--- config.mk ---
export PLATFORM = sky130hd
export DESIGN_NAME = cmdq_fetcher
export DESIGN_NICKNAME = d
export VERILOG_FILES = /design/src/rtl/cmdq_fetcher.sv
export SDC_FILE = /design/constraint.sdc
export NUM_CORES = 1
export LEC_CHECK = 0
export BUFFER_PORTS_ARGS = -buffer_cell sky130_fd_sc_hd__buf_2
export CORE_ASPECT_RATIO = 2
export CORE_MARGIN = 3
export CORE_UTILIZATION = 53
export DETAILED_ROUTE_END_ITERATION = 10
export PLACE_DENSITY = 0.73
export SLEW_MARGIN = 20
export SYNTH_ARGS = -nofsm -noshare
export SYNTH_HDL_FRONTEND = slang
export SYNTH_SLANG_ARGS = --single-unit
--- constraint.sdc ---
create_clock -name clk -period 5.11 [get_ports clk]
set_input_delay 0.511 -clock clk [delete_from_list [all_inputs] [get_ports clk]]
set_output_delay 0.511 -clock clk [all_outputs]
set_load 0.01 [all_outputs]
--- src/rtl/cmdq_fetcher.sv ---
module cmdq_fetcher #(
  parameter int AW      = 32,
  parameter int DW      = 32,
  parameter int MAX_OUT = 4
) (
  input  logic          clk,
  input  logic          rst_n,
  input  logic          reg_we,
  input  logic [2:0]    reg_addr,
  input  logic [AW-1:0] reg_wdata,
  output logic [AW-1:0] reg_rdata,
  output logic          req_valid,
  input  logic          req_ready,
  output logic [AW-1:0] req_addr,
  input  logic          rsp_valid,
  input  logic [DW-1:0] rsp_data,
  input  logic          rsp_err,
  output logic          cmd_valid,
  output logic [DW-1:0] cmd_data,
  output logic          irq
);
  localparam int WB  = DW / 8;
  localparam int WSH = $clog2(WB);
  localparam int OW  = $clog2(MAX_OUT + 1);

  logic [1:0]    ctrl_en;
  logic          st_fin, st_err, active;
  logic [AW-1:0] base_q, last_q, ofs_q, len_q;
  logic [AW-1:0] fetch_addr, req_left, rsp_left;
  logic [OW-1:0] outst;

  wire busy     = active || (outst != '0);
  wire wr_ctrl  = reg_we && reg_addr == 3'd0;
  wire wr_stat  = reg_we && reg_addr == 3'd1;
  wire wr_start = reg_we && reg_addr == 3'd2 && !busy;
  wire go_ok    = wr_start && reg_wdata[0] && reg_wdata[1];
  wire srst     = wr_start && reg_wdata[2];
  wire [AW-1:0] words = (len_q + AW'(WB - 1)) >> WSH;

  assign req_valid = active && (req_left != '0) && (outst < OW'(MAX_OUT));
  assign req_addr  = fetch_addr;
  wire fire   = req_valid && req_ready;
  wire rsp_ok = rsp_valid && active && !rsp_err;
  wire rsp_bad = rsp_valid && active && rsp_err;
  wire dec    = rsp_valid && (outst != '0);
  wire [AW:0] step = {1'b0, fetch_addr} + (AW+1)'(WB);
  wire [AW-1:0] next_addr = (step > {1'b0, last_q}) ? base_q : step[AW-1:0];

  assign cmd_valid = rsp_ok;
  assign cmd_data  = rsp_data;
  assign irq       = |({st_err, st_fin} & ctrl_en);

  always_comb begin
    case (reg_addr)
      3'd0:    reg_rdata = {{(AW-2){1'b0}}, ctrl_en};
      3'd1:    reg_rdata = {{(AW-3){1'b0}}, busy, st_err, st_fin};
      3'd3:    reg_rdata = base_q;
      3'd4:    reg_rdata = last_q;
      3'd5:    reg_rdata = ofs_q;
      3'd6:    reg_rdata = len_q;
      default: reg_rdata = '0;
    endcase
  end

  always_ff @(posedge clk or negedge rst_n) begin
    if (!rst_n) begin
      ctrl_en    <= '0;
      st_fin     <= 1'b0;
      st_err     <= 1'b0;
      active     <= 1'b0;
      base_q     <= '0;
      last_q     <= '0;
      ofs_q      <= '0;
      len_q      <= '0;
      fetch_addr <= '0;
      req_left   <= '0;
      rsp_left   <= '0;
      outst      <= '0;
    end else begin
      if (wr_ctrl) ctrl_en <= reg_wdata[1:0];
      if (reg_we && reg_addr == 3'd3) base_q <= {reg_wdata[AW-1:7], 7'b0};
      if (reg_we && reg_addr == 3'd4) last_q <= reg_wdata;
      if (reg_we && reg_addr == 3'd5) ofs_q  <= reg_wdata;
      if (reg_we && reg_addr == 3'd6) len_q  <= reg_wdata;
      if (wr_stat) begin
        if (reg_wdata[0]) st_fin <= 1'b0;
        if (reg_wdata[1]) st_err <= 1'b0;
      end
      outst <= outst + OW'(fire) - OW'(dec);
      if (srst) begin
        req_left <= '0;
        rsp_left <= '0;
        active   <= 1'b0;
      end
      if (go_ok) begin
        if (len_q == '0) begin
          st_err <= 1'b1;
        end else begin
          active     <= 1'b1;
          fetch_addr <= base_q + ofs_q;
          req_left   <= words;
          rsp_left   <= words;
        end
      end else if (active) begin
        if (fire) begin
          fetch_addr <= next_addr;
          req_left   <= req_left - 1'b1;
        end
        if (rsp_bad) begin
          active   <= 1'b0;
          req_left <= '0;
          st_err   <= 1'b1;
        end else if (rsp_ok) begin
          rsp_left <= rsp_left - 1'b1;
          if (rsp_left == AW'(1)) begin
            active <= 1'b0;
            st_fin <= 1'b1;
          end
        end
      end
    end
  end
endmodule

==> key figures, run 1 <==
Die
  • Starting Density: 0.543
  • Die width: 124 um
  • DIE AREA: 30000 sq um
  • Core area: 27200 sq um
  • I/O pins: 172
  • # rows: 85
  • Chip Height: 242 um

Yosys
  • Async set-reset flop share out of synthesis: 1.00
  • Largest family of logic cells by synthesized area: compound AO/OA/AOI/OAI gates
  • Area leader, netlist: dfrtp_1
  • Syn_area_per_cell: 9.23 sq um
  • Synth Area in Adders: 0.0561
  • Top FF cell, synth: dfrtp_1
  • Mux contribution to synthesized area: 0.0943
  • Synth Area in Compound Gates: 0.198
  • Syn Inst Count: 1601
  • Post-Syn Area: 14800 sq um
  • Distinct cells, synth: 80
  • Syn Nets: 1739
  • Seq/Total Area, Yosys: 0.381
  • Top-area cell type share of the netlist area: 0.381
  • Syn. warnings: 0
  • Area contributors post-synth: dfrtp_1 (38%), mux2_2 (7.3%), ha_1 (5.3%)
  • EDFF count, synth: 0
  • XOR/XNOR Fraction of Synth Area: 0.0492
  • Synthesized flop and latch total: 225
  • Post-synthesis simple-gate area fraction: 0.168

Finish
  • Most frequent cells in the layout: dfrtp_1 (225), nand2_1 (153), nor2_1 (106), o21ai_0 (106), buf_2 (106)
  • Area Growth Syn to Fin: 9.89%
  • Commonest non-fill, non-tap cell in the layout: dfrtp_1
  • Share of cells above drive strength 1: 0.176
  • Number of fill cells: 2474
  • Net count, final: 1785

CTS
  • H-Tree Depth: 1
  • CTS tree: done
  • Root Buffer: clkbuf_16
  • Clk_lat worst skew: 0.53 ns
  • Clk sinks: 225
  • Post-CTS Setup Repair Bufs: 0
  • Post-cts resize count: 0
  • CTS clk-pin slew, worst paths: 0.07 ns
  • Num CTS Buffers: 23
  • CTS Buffer Depth: 3

Critical path
  • Max FO, Critical Path: 18
  • CP required: 5.52 ns
  • Crit Path Class: reg -> reg
  • CP Launch Type: register
  • Arrival @ worst endpoint: 5.03 ns
  • Endpoint class of the critical path: register

Routing
  • WL final: 49.6 mm
  • Iter 0 DRT Violations: 909
  • WL/cell: 24.7 um
  • Drt pass-1 iters: 5
  • Number of routed nets with antenna violations: 0
  • Routed via count: 13400
  • Via density: 6.64
  • DRC violations left: 0

Placement
  • GPL Wtd Cong: 0.982
  • PortBufs: 107
  • DPL Wire Length: 36.9 mm

Run
  • Maxcap violations: 0

Power
  • Worst vdd ir: 0.000378 V
  • Pleak: 7.17 nW
  • Post-layout power: 0.00871 W
  • Gate power share: 0.444
  • Internal: 0.00490 W
  • Clock Power Share: 0.207
  • Switching share of power: 0.437
  • Switching Power: 0.00381 W
  • Pwr dens: 536 nW/um^2
  • Reg power frac: 0.350

Timing
  • Hold Fails Final Rpt: 0
  • Rel. slew slack: 0.380
  • RSZ-0062 raised after global routing: false
  • Period utilization: 0.905
  • Max Clock Skew: 0.0135 ns
  • Slew Viols, Final: 0
  • Fmax: 216 MHz
  • Post-route minimum period: 4.62 ns
  • Final setup viols: 0
  • Setup TNS: 0 ns
  • Slew at the pin closest to its max-slew limit: 0.928 ns

Worst hold path
  • Worst min-delay path category: in -> reg

Global route
  • Vias in the first global route: 13800
  • First-pass GRT wire length: 76.2 mm
  • Total GRT Usage: 0.330
  • Grt ovf: 0
  • Largest net degree at the start of global routing: 131
  • Initial antenna violation count: 2

Status
  • Status: completed
[power groups by stage]
stage | sequential (W) | clock, W | combinational (W)
floorplan | 0.00281 | 0 | 0.00277
detailed placement | 0.00304 | 0 | 0.00381
global placement | 0.00301 | 0 | 0.00374
CTS | 0.00301 | 0.00182 | 0.00384
finish | 0.00305 | 0.00180 | 0.00386
global route | 0.00310 | 0.00188 | 0.00425
[repair_timing]
action | in CTS | in global routing
hold buffers | 0 | 1
endpoints found under the hold margin | 0 | 40
setup endpoints to repair | 0 | 0
[state kept, by name, summed over array words and instances, names as in the netlist]
signal and cells:
active 1, base_q 25, ctrl_en 2, last_q 32, len_q 32, ofs_q 32, outst 3, req_addr 32
req_left 32, rsp_left 32, st_err 1, st_fin 1
[Yosys cell counts (5+ instances only)]
master,count
dfrtp_1,225
nand2_1,155
nor2_1,106
o21ai_0,106
mux2_2,96
a21oi_1,81
ha_1,63
clkbuf_1,59
inv_1,58
xnor2_1,55
nand3_1,48
nor3_1,46
buf_4,34
a22o_1,33
a221o_1,31
nand4_1,31
nor4_1,30
mux2i_1,29
xor2_1,28
o211ai_1,20
and3_1,17
a21o_1,14
o22ai_1,13
a211oi_1,11
o221ai_1,11
a31oi_1,10
and2_1,10
buf_2,10
nor3b_1,10
o31ai_1,10
a211o_1,9
buf_1,9
or3_1,9
and4_1,8
nor2b_1,8
o21bai_1,8
a22oi_1,7
o21ai_1,7
o41ai_1,7
o31a_1,6
or4_1,6
nand2b_1,5
nand3b_1,5
[metrics by stage]
| step | hold slack [ns] | util | setup WS (ns) | cells | area, sq um |
|---|---|---|---|---|---|
| 2_1_floorplan | 0.215 | - | 1.13 | 1601 | 14800 |
| 3_3_place_gp | 0.474 | 0.566 | 0.603 | 1968 | 15400 |
| 3_5_place_dp | 0.495 | 0.566 | 0.535 | 1968 | 15400 |
| 4_1_cts | 0.155 | 0.595 | 0.502 | 2009 | 16200 |
| 5_1_grt | 0.246 | 0.596 | 0.131 | 2011 | 16200 |
| 6_report | 0.227 | 0.596 | 0.487 | 2013 | 16200 |
[worst paths after layout]
kind                                from            to  slack [ns]  cells past startpoint
max in group asynchronous          rst_n  req_left[26]        3.73                      3
max reg2reg                  req_addr[5]   req_addr[8]        0.49                     14
min in group asynchronous          rst_n    ctrl_en[0]        0.46                      2
min                        reg_wdata[19]    last_q[19]        0.23                      3
max                          req_addr[5]   req_addr[8]        0.49                     14
min reg2reg                 rsp_left[30]  rsp_left[30]        0.51                      1
[critical path, cell delays in order (launching register included)]
cell and delay (ns):
dfrtp_1 0.47, nand4_1 0.26, or2_2 0.38, nor3_2 0.54
nand2_1 0.21, xnor2_1 0.18, ha_1 0.33, nand4_1 0.13
nor4_1 0.43, and4_1 0.29, o2bb2ai_1 0.21, nand2_2 0.24
buf_4 0.28, and3_1 0.20, o32a_1 0.33
[routing by layer]
| layer | global-route usage | vias to the layer above | part of all wire |
|---|---|---|---|
| li1 | - | 6022 | - |
| met1 | 0.331 | 6562 | 0.33 |
| met2 | 0.585 | 531 | 0.52 |
| met3 | 0.0421 | 247 | 0.044 |
| met4 | 0.272 | 0 | 0.10 |
| met5 | 0 | - | 0 |
[logic make-up (layout without fill, tap and decap cells)]
group                    count (synthesis)  in the layout
multiplexers                           126            126
buffers and inverters                  172            234
XOR/XNOR                                83             83
adder cells (fa/ha/maj)                 65             65
AO/OA/AOI/OAI                          424            424
AND/OR/NAND/NOR                        506            506
other                                    0              2
flip-flops                             225            225
[layout make-up]
type                       count  area [sq um]  area share
inverter                      59           226      0.0139
antenna                        2          5.00    0.000308
tap                          348           435      0.0268
clock inverter                11           140     0.00863
multi-input combinational   1204          8370       0.516
clock buffer                  30           642      0.0395
sequential                   225          5630       0.347
timing repair buffer         134           783      0.0482
Power figures use the tool's default switching activity.
==> run 2, diff against run 1 <==
--- a/config.mk
+++ b/config.mk
@@ -8,9 +8,9 @@
 export BUFFER_PORTS_ARGS = -buffer_cell sky130_fd_sc_hd__buf_2
 export CORE_ASPECT_RATIO = 2
 export CORE_MARGIN = 3
-export CORE_UTILIZATION = 53
+export CORE_UTILIZATION = 60
 export DETAILED_ROUTE_END_ITERATION = 10
-export PLACE_DENSITY = 0.73
+export PLACE_DENSITY = 0.82
 export SLEW_MARGIN = 20
 export SYNTH_ARGS = -nofsm -noshare
 export SYNTH_HDL_FRONTEND = slang
==> key figures, run 2 (synthesized netlist as in run 1, its figures left out) <==
Timing
  • Rel. slew slack: 0.230
  • Final WS setup: 0.451 ns
  • Period utilization: 0.912
  • Fmax: 215 MHz
  • Hold Fails Final Rpt: 8
  • RSZ-0062 raised after global routing: false
  • WHS: -0.0141 ns
  • Post-route minimum period: 4.66 ns
  • Slew at the pin closest to its max-slew limit: 1.14 ns
  • Slew Viols, Final: 0
  • Final setup viols: 0
  • Setup TNS: 0 ns
  • Max Clock Skew: 0.0154 ns

CTS
  • CTS tree: done
  • Clk sinks: 225
  • CTS Buffer Depth: 3
  • Post-CTS Setup Repair Bufs: 0
  • H-Tree Depth: 1
  • Post-CTS Hold Buffers: 0
  • Post-cts resize count: 0
  • CTS clk-pin slew, worst paths: 0.07 ns
  • Clk_lat worst skew: 0.53 ns
  • Root Buffer: clkbuf_16
  • Num CTS Buffers: 22

Worst hold path
  • Worst min-delay path category: in -> async

Die
  • Die width: 117 um
  • Starting Density: 0.615
  • Core area: 24000 sq um
  • DIE AREA: 26700 sq um
  • I/O pins: 172
  • Chip Height: 228 um
  • # rows: 80

Global route
  • Global route hottest layer: met2
  • Total GRT Usage: 0.364
  • Global-route track usage on met1: 0.373
  • Largest net degree at the start of global routing: 134
  • Initial antenna violation count: 1
  • Met2 global-route usage: 0.625
  • Vias in the first global route: 13700
  • Grt ovf: 0
  • GRT met3 Usage: 0.0594
  • First-pass GRT wire length: 75.0 mm

Critical path
  • Max FO, Critical Path: 16
  • Cell family with most CP delay: simple AND/OR/NAND/NOR gates
  • Worst path max stage delay: 0.55 ns
  • CP required: 5.52 ns
  • CP Launch Type: register
  • Arrival @ worst endpoint: 5.07 ns
  • WP buf/inv: 1
  • Register-to-register setup slack: 0.45 ns
  • Worst path cell trace: nand4_1, or2_2, nor3_2, and3_1, xor2_1, ha_1, nand4_1, nor4_1, a221oi_1, o31ai_1, o2bb2ai_1, nand2_2, buf_4, and3_1, o32a_1
  • Endpoint class of the critical path: register
  • Worst path slowest cell: nor3_2
  • Crit Path Class: reg -> reg

Placement
  • PortBufs: 107
  • GPL Wtd Cong: 0.941
  • Pre-CTS WS: 0.561 ns
  • DPL Wire Length: 35.1 mm
  • Placed instance area: 15300 sq um

Finish
  • Commonest non-fill, non-tap cell in the layout: dfrtp_1
  • Net count, final: 1778
  • Fin area: 16000 sq um
  • Antenna cell count: 0
  • Area Growth Syn to Fin: 8.54%
  • Share of cells above drive strength 1: 0.170
  • Fin util: 0.668
  • Number of fill cells: 1965
  • Most frequent cells in the layout: dfrtp_1 (225), nand2_1 (154), nor2_1 (106), o21ai_0 (106), buf_2 (106)

Power
  • Pwr dens: 538 nW/um^2
  • Pleak: 7.11 nW
  • Worst vdd ir: 0.000379 V

Routing
  • Number of routed nets with antenna violations: 0
  • WL final: 48.5 mm
  • Drt pass-1 iters: 7
  • DRC violations left: 0
  • WL/cell: 24.9 um
  • Routed via count: 13600
  • Via density: 6.98
  • Iter 0 DRT Violations: 1197

Status
  • Status: complete, but fails checks
  • Failing checks: hold timing

Run
  • Maxcap violations: 0
## run 2: final cells by class
class,instances,area (sq um),area share
Clock buffer,32,639,0.0399
Clock inverter,8,92.6,0.00577
Inverter,59,226,0.0141
Multi-Input combinational cell,1204,8370,0.522
Sequential cell,225,5630,0.351
Tap cell,287,359,0.0224
Timing Repair Buffer,128,716,0.0446
## run 2: through the flow
stage / cells / total power (W)
final: 1943 / 0.00863
after global routing: 1943 / 0.00914
after CTS: 1943 / 0.00854
after detailed placement: 1903 / 0.00682
after global placement: 1903 / 0.00670
after floorplan: 1601 / 0.00558
## run 2: power by group
part	internal, W	total, W	switching [W]
clock network	0.000972	0.00171	0.000733
logic	0.00156	0.00387	0.00231
registers	0.00229	0.00305	0.000760
total	0.00482	0.00863	0.00381
## run 2: layer usage
metal,vias up,share of wire
met1,6615,0.32
met5,-,0.00027
met4,2,0.10
met2,670,0.51
met3,276,0.063
li1,6004,-
## run 2: path summary, 6_finish.rpt
path / cells after the start / startpoint / to
worst min-delay path: 1 / rst_n / ctrl_en[0]
worst max-delay path: 15 / req_addr[5] / req_addr[8]
worst max register to register: 15 / req_addr[5] / req_addr[8]
min in group clk: 3 / reg_wdata[5] / last_q[5]
worst min register to register: 1 / st_fin / st_fin
max in group asynchronous: 2 / rst_n / len_q[22]
==> run 3, diff against run 2 <==
--- a/config.mk
+++ b/config.mk
@@ -10,6 +10,7 @@
 export CORE_MARGIN = 3
 export CORE_UTILIZATION = 60
 export DETAILED_ROUTE_END_ITERATION = 10
+export MAX_ROUTING_LAYER = met4
 export PLACE_DENSITY = 0.82
 export SLEW_MARGIN = 20
 export SYNTH_ARGS = -nofsm -noshare
==> key figures, run 3 (synthesized netlist as in run 1, its figures left out) <==
Global route
  • Grt ovf: 0
  • Vias in the first global route: 13500
  • Total GRT Usage: 0.372
  • First-pass GRT wire length: 74.3 mm
  • Initial antenna violation count: 1
  • Largest net degree at the start of global routing: 135

Critical path
  • CP Launch Type: register
  • CP required: 5.52 ns
  • Max FO, Critical Path: 16
  • Arrival @ worst endpoint: 5.07 ns
  • WP buf/inv: 1
  • Crit Path Class: reg -> reg
  • Worst path slowest cell: nor3_2
  • Most common cell on crit path: and3_1
  • Worst path max stage delay: 0.52 ns
  • Worst path cell trace: nand4_1, or2_2, nor3_2, and3_1, xor2_1, ha_1, a21oi_1, o21ai_0, a211oi_1, o31ai_1, o2bb2ai_1, nand2_2, buf_4, and3_1, o32a_1
  • Endpoint class of the critical path: register
  • Cell family with most CP delay: simple AND/OR/NAND/NOR gates

Finish
  • Multi-input logic area: 8380 sq um
  • Commonest non-fill, non-tap cell in the layout: dfrtp_1
  • Share of cells above drive strength 1: 0.173
  • Net count, final: 1779
  • Area Growth Syn to Fin: 8.57%
  • Most frequent cells in the layout: dfrtp_1 (225), nand2_1 (154), nor2_1 (106), o21ai_0 (106), buf_2 (106)
  • Register area: 5630 sq um
  • Number of fill cells: 1961

Die
  • # rows: 80
  • I/O pins: 172
  • Core area: 24000 sq um
  • Starting Density: 0.615
  • DIE AREA: 26700 sq um
  • Die width: 117 um
  • Chip Height: 228 um

Routing
  • WL final: 47.9 mm
  • Via density: 6.92
  • Iter 0 DRT Violations: 1300
  • Number of routed nets with antenna violations: 0
  • Drt pass-1 iters: 6
  • DRC violations left: 0
  • Routed via count: 13400
  • WL/cell: 24.7 um

Status
  • Status: complete, but fails checks
  • Failing checks: hold timing

Power
  • Post-layout power: 0.00856 W
  • Worst vdd ir: 0.000387 V
  • Pleak: 7.11 nW
  • Pwr dens: 533 nW/um^2

Timing
  • RSZ-0062 raised after global routing: false
  • Max Clock Skew: 0.0149 ns
  • Period utilization: 0.913
  • WHS: -0.0340 ns
  • Slew at the pin closest to its max-slew limit: 1.08 ns
  • Rel. slew slack: 0.271
  • Hold Fails Final Rpt: 13
  • Setup TNS: 0 ns
  • Fmax: 214 MHz
  • Post-route minimum period: 4.67 ns
  • Final setup viols: 0
  • Slew Viols, Final: 0

Placement
  • PortBufs: 107
  • GPL Wtd Cong: 0.986
  • DPL Wire Length: 35.1 mm

CTS
  • CTS tree: done
  • H-Tree Depth: 1
  • Post-CTS Hold Buffers: 0
  • Root Buffer: clkbuf_16
  • CTS Buffer Depth: 3
  • Num CTS Buffers: 22
  • CTS clk-pin slew, worst paths: 0.07 ns
  • Post-cts resize count: 0
  • Clk_lat worst skew: 0.52 ns
  • Post-CTS Setup Repair Bufs: 0
  • Clk sinks: 225

Worst hold path
  • Worst min-delay path category: in -> async

Run
  • Maxcap violations: 0
run 3: changes by cell type in the layout (fill, tap and decap cells not counted), sizes merged:
| cell | delta |
|---|---|
| bufinv | -2 |
| buf | +1 |
| clkbuf | +1 |
| clkinv | -1 |
| diode | +1 |
| inv | +1 |
run 3: worst reg2reg max path, stage by stage, from the launching register on:
cell and delay (ns):
dfrtp_1 0.48, nand4_1 0.26, or2_2 0.37, nor3_2 0.52, and3_1 0.32, xor2_1 0.16
ha_1 0.27, a21oi_1 0.15, o21ai_0 0.17, a211oi_1 0.23, o31ai_1 0.13, o2bb2ai_1 0.34
nand2_2 0.31, buf_4 0.31, and3_1 0.21, o32a_1 0.33
run 3: worst paths after layout:
check                              startpoint            to  slack [ns]  depth (start not counted)
min in group clk                reg_wdata[23]    last_q[23]        0.23                          3
worst max register to register    req_addr[5]   req_addr[8]        0.44                         15
max in group asynchronous               rst_n    last_q[22]        3.94                          2
worst min-delay path                    rst_n    ctrl_en[0]       -0.03                          1
worst min register to register   rsp_left[31]  rsp_left[31]        0.50                          1
worst max-delay path              req_addr[5]   req_addr[8]        0.44                         15
run 3: where the power goes:
part,leakage (nW),switching [W],total (W),internal (W)
Combinational,3.90,0.00231,0.00387,0.00156
Clock,0.358,0.000720,0.00164,0.000925
Sequential,2.85,0.000747,0.00304,0.00229
Total,7.11,0.00378,0.00856,0.00478
run 3: routing by layer:
layer	vias to the layer above	wire [um]	track usage
met4	0	4950	0.291
met3	275	2760	0.0462
li1	5996	-	-
met1	6508	15600	0.378
met5	-	0	-
met2	669	24600	0.624
run 3: stage by stage:
stage / instances / cell area [sq um] / utilization / worst slack (ns)
global placement: 1904 / 15300 / 0.637 / 0.639
detailed placement: 1904 / 15300 / 0.637 / 0.545
CTS: 1943 / 16000 / 0.667 / 0.499
global route: 1944 / 16000 / 0.668 / 0.204
finish: 1944 / 16000 / 0.668 / 0.443
floorplan: 1601 / 14800 / - / 1.13
run 3: cell type report:
class / instances / share of cell area
clock inverters: 6 / 0.00226
flip-flops and latches: 225 / 0.351
well taps: 287 / 0.0224
multi-input cells: 1204 / 0.522
clock buffers: 33 / 0.0426
inverters: 59 / 0.0141
repair buffers: 129 / 0.0451
diodes: 1 / 0.000156
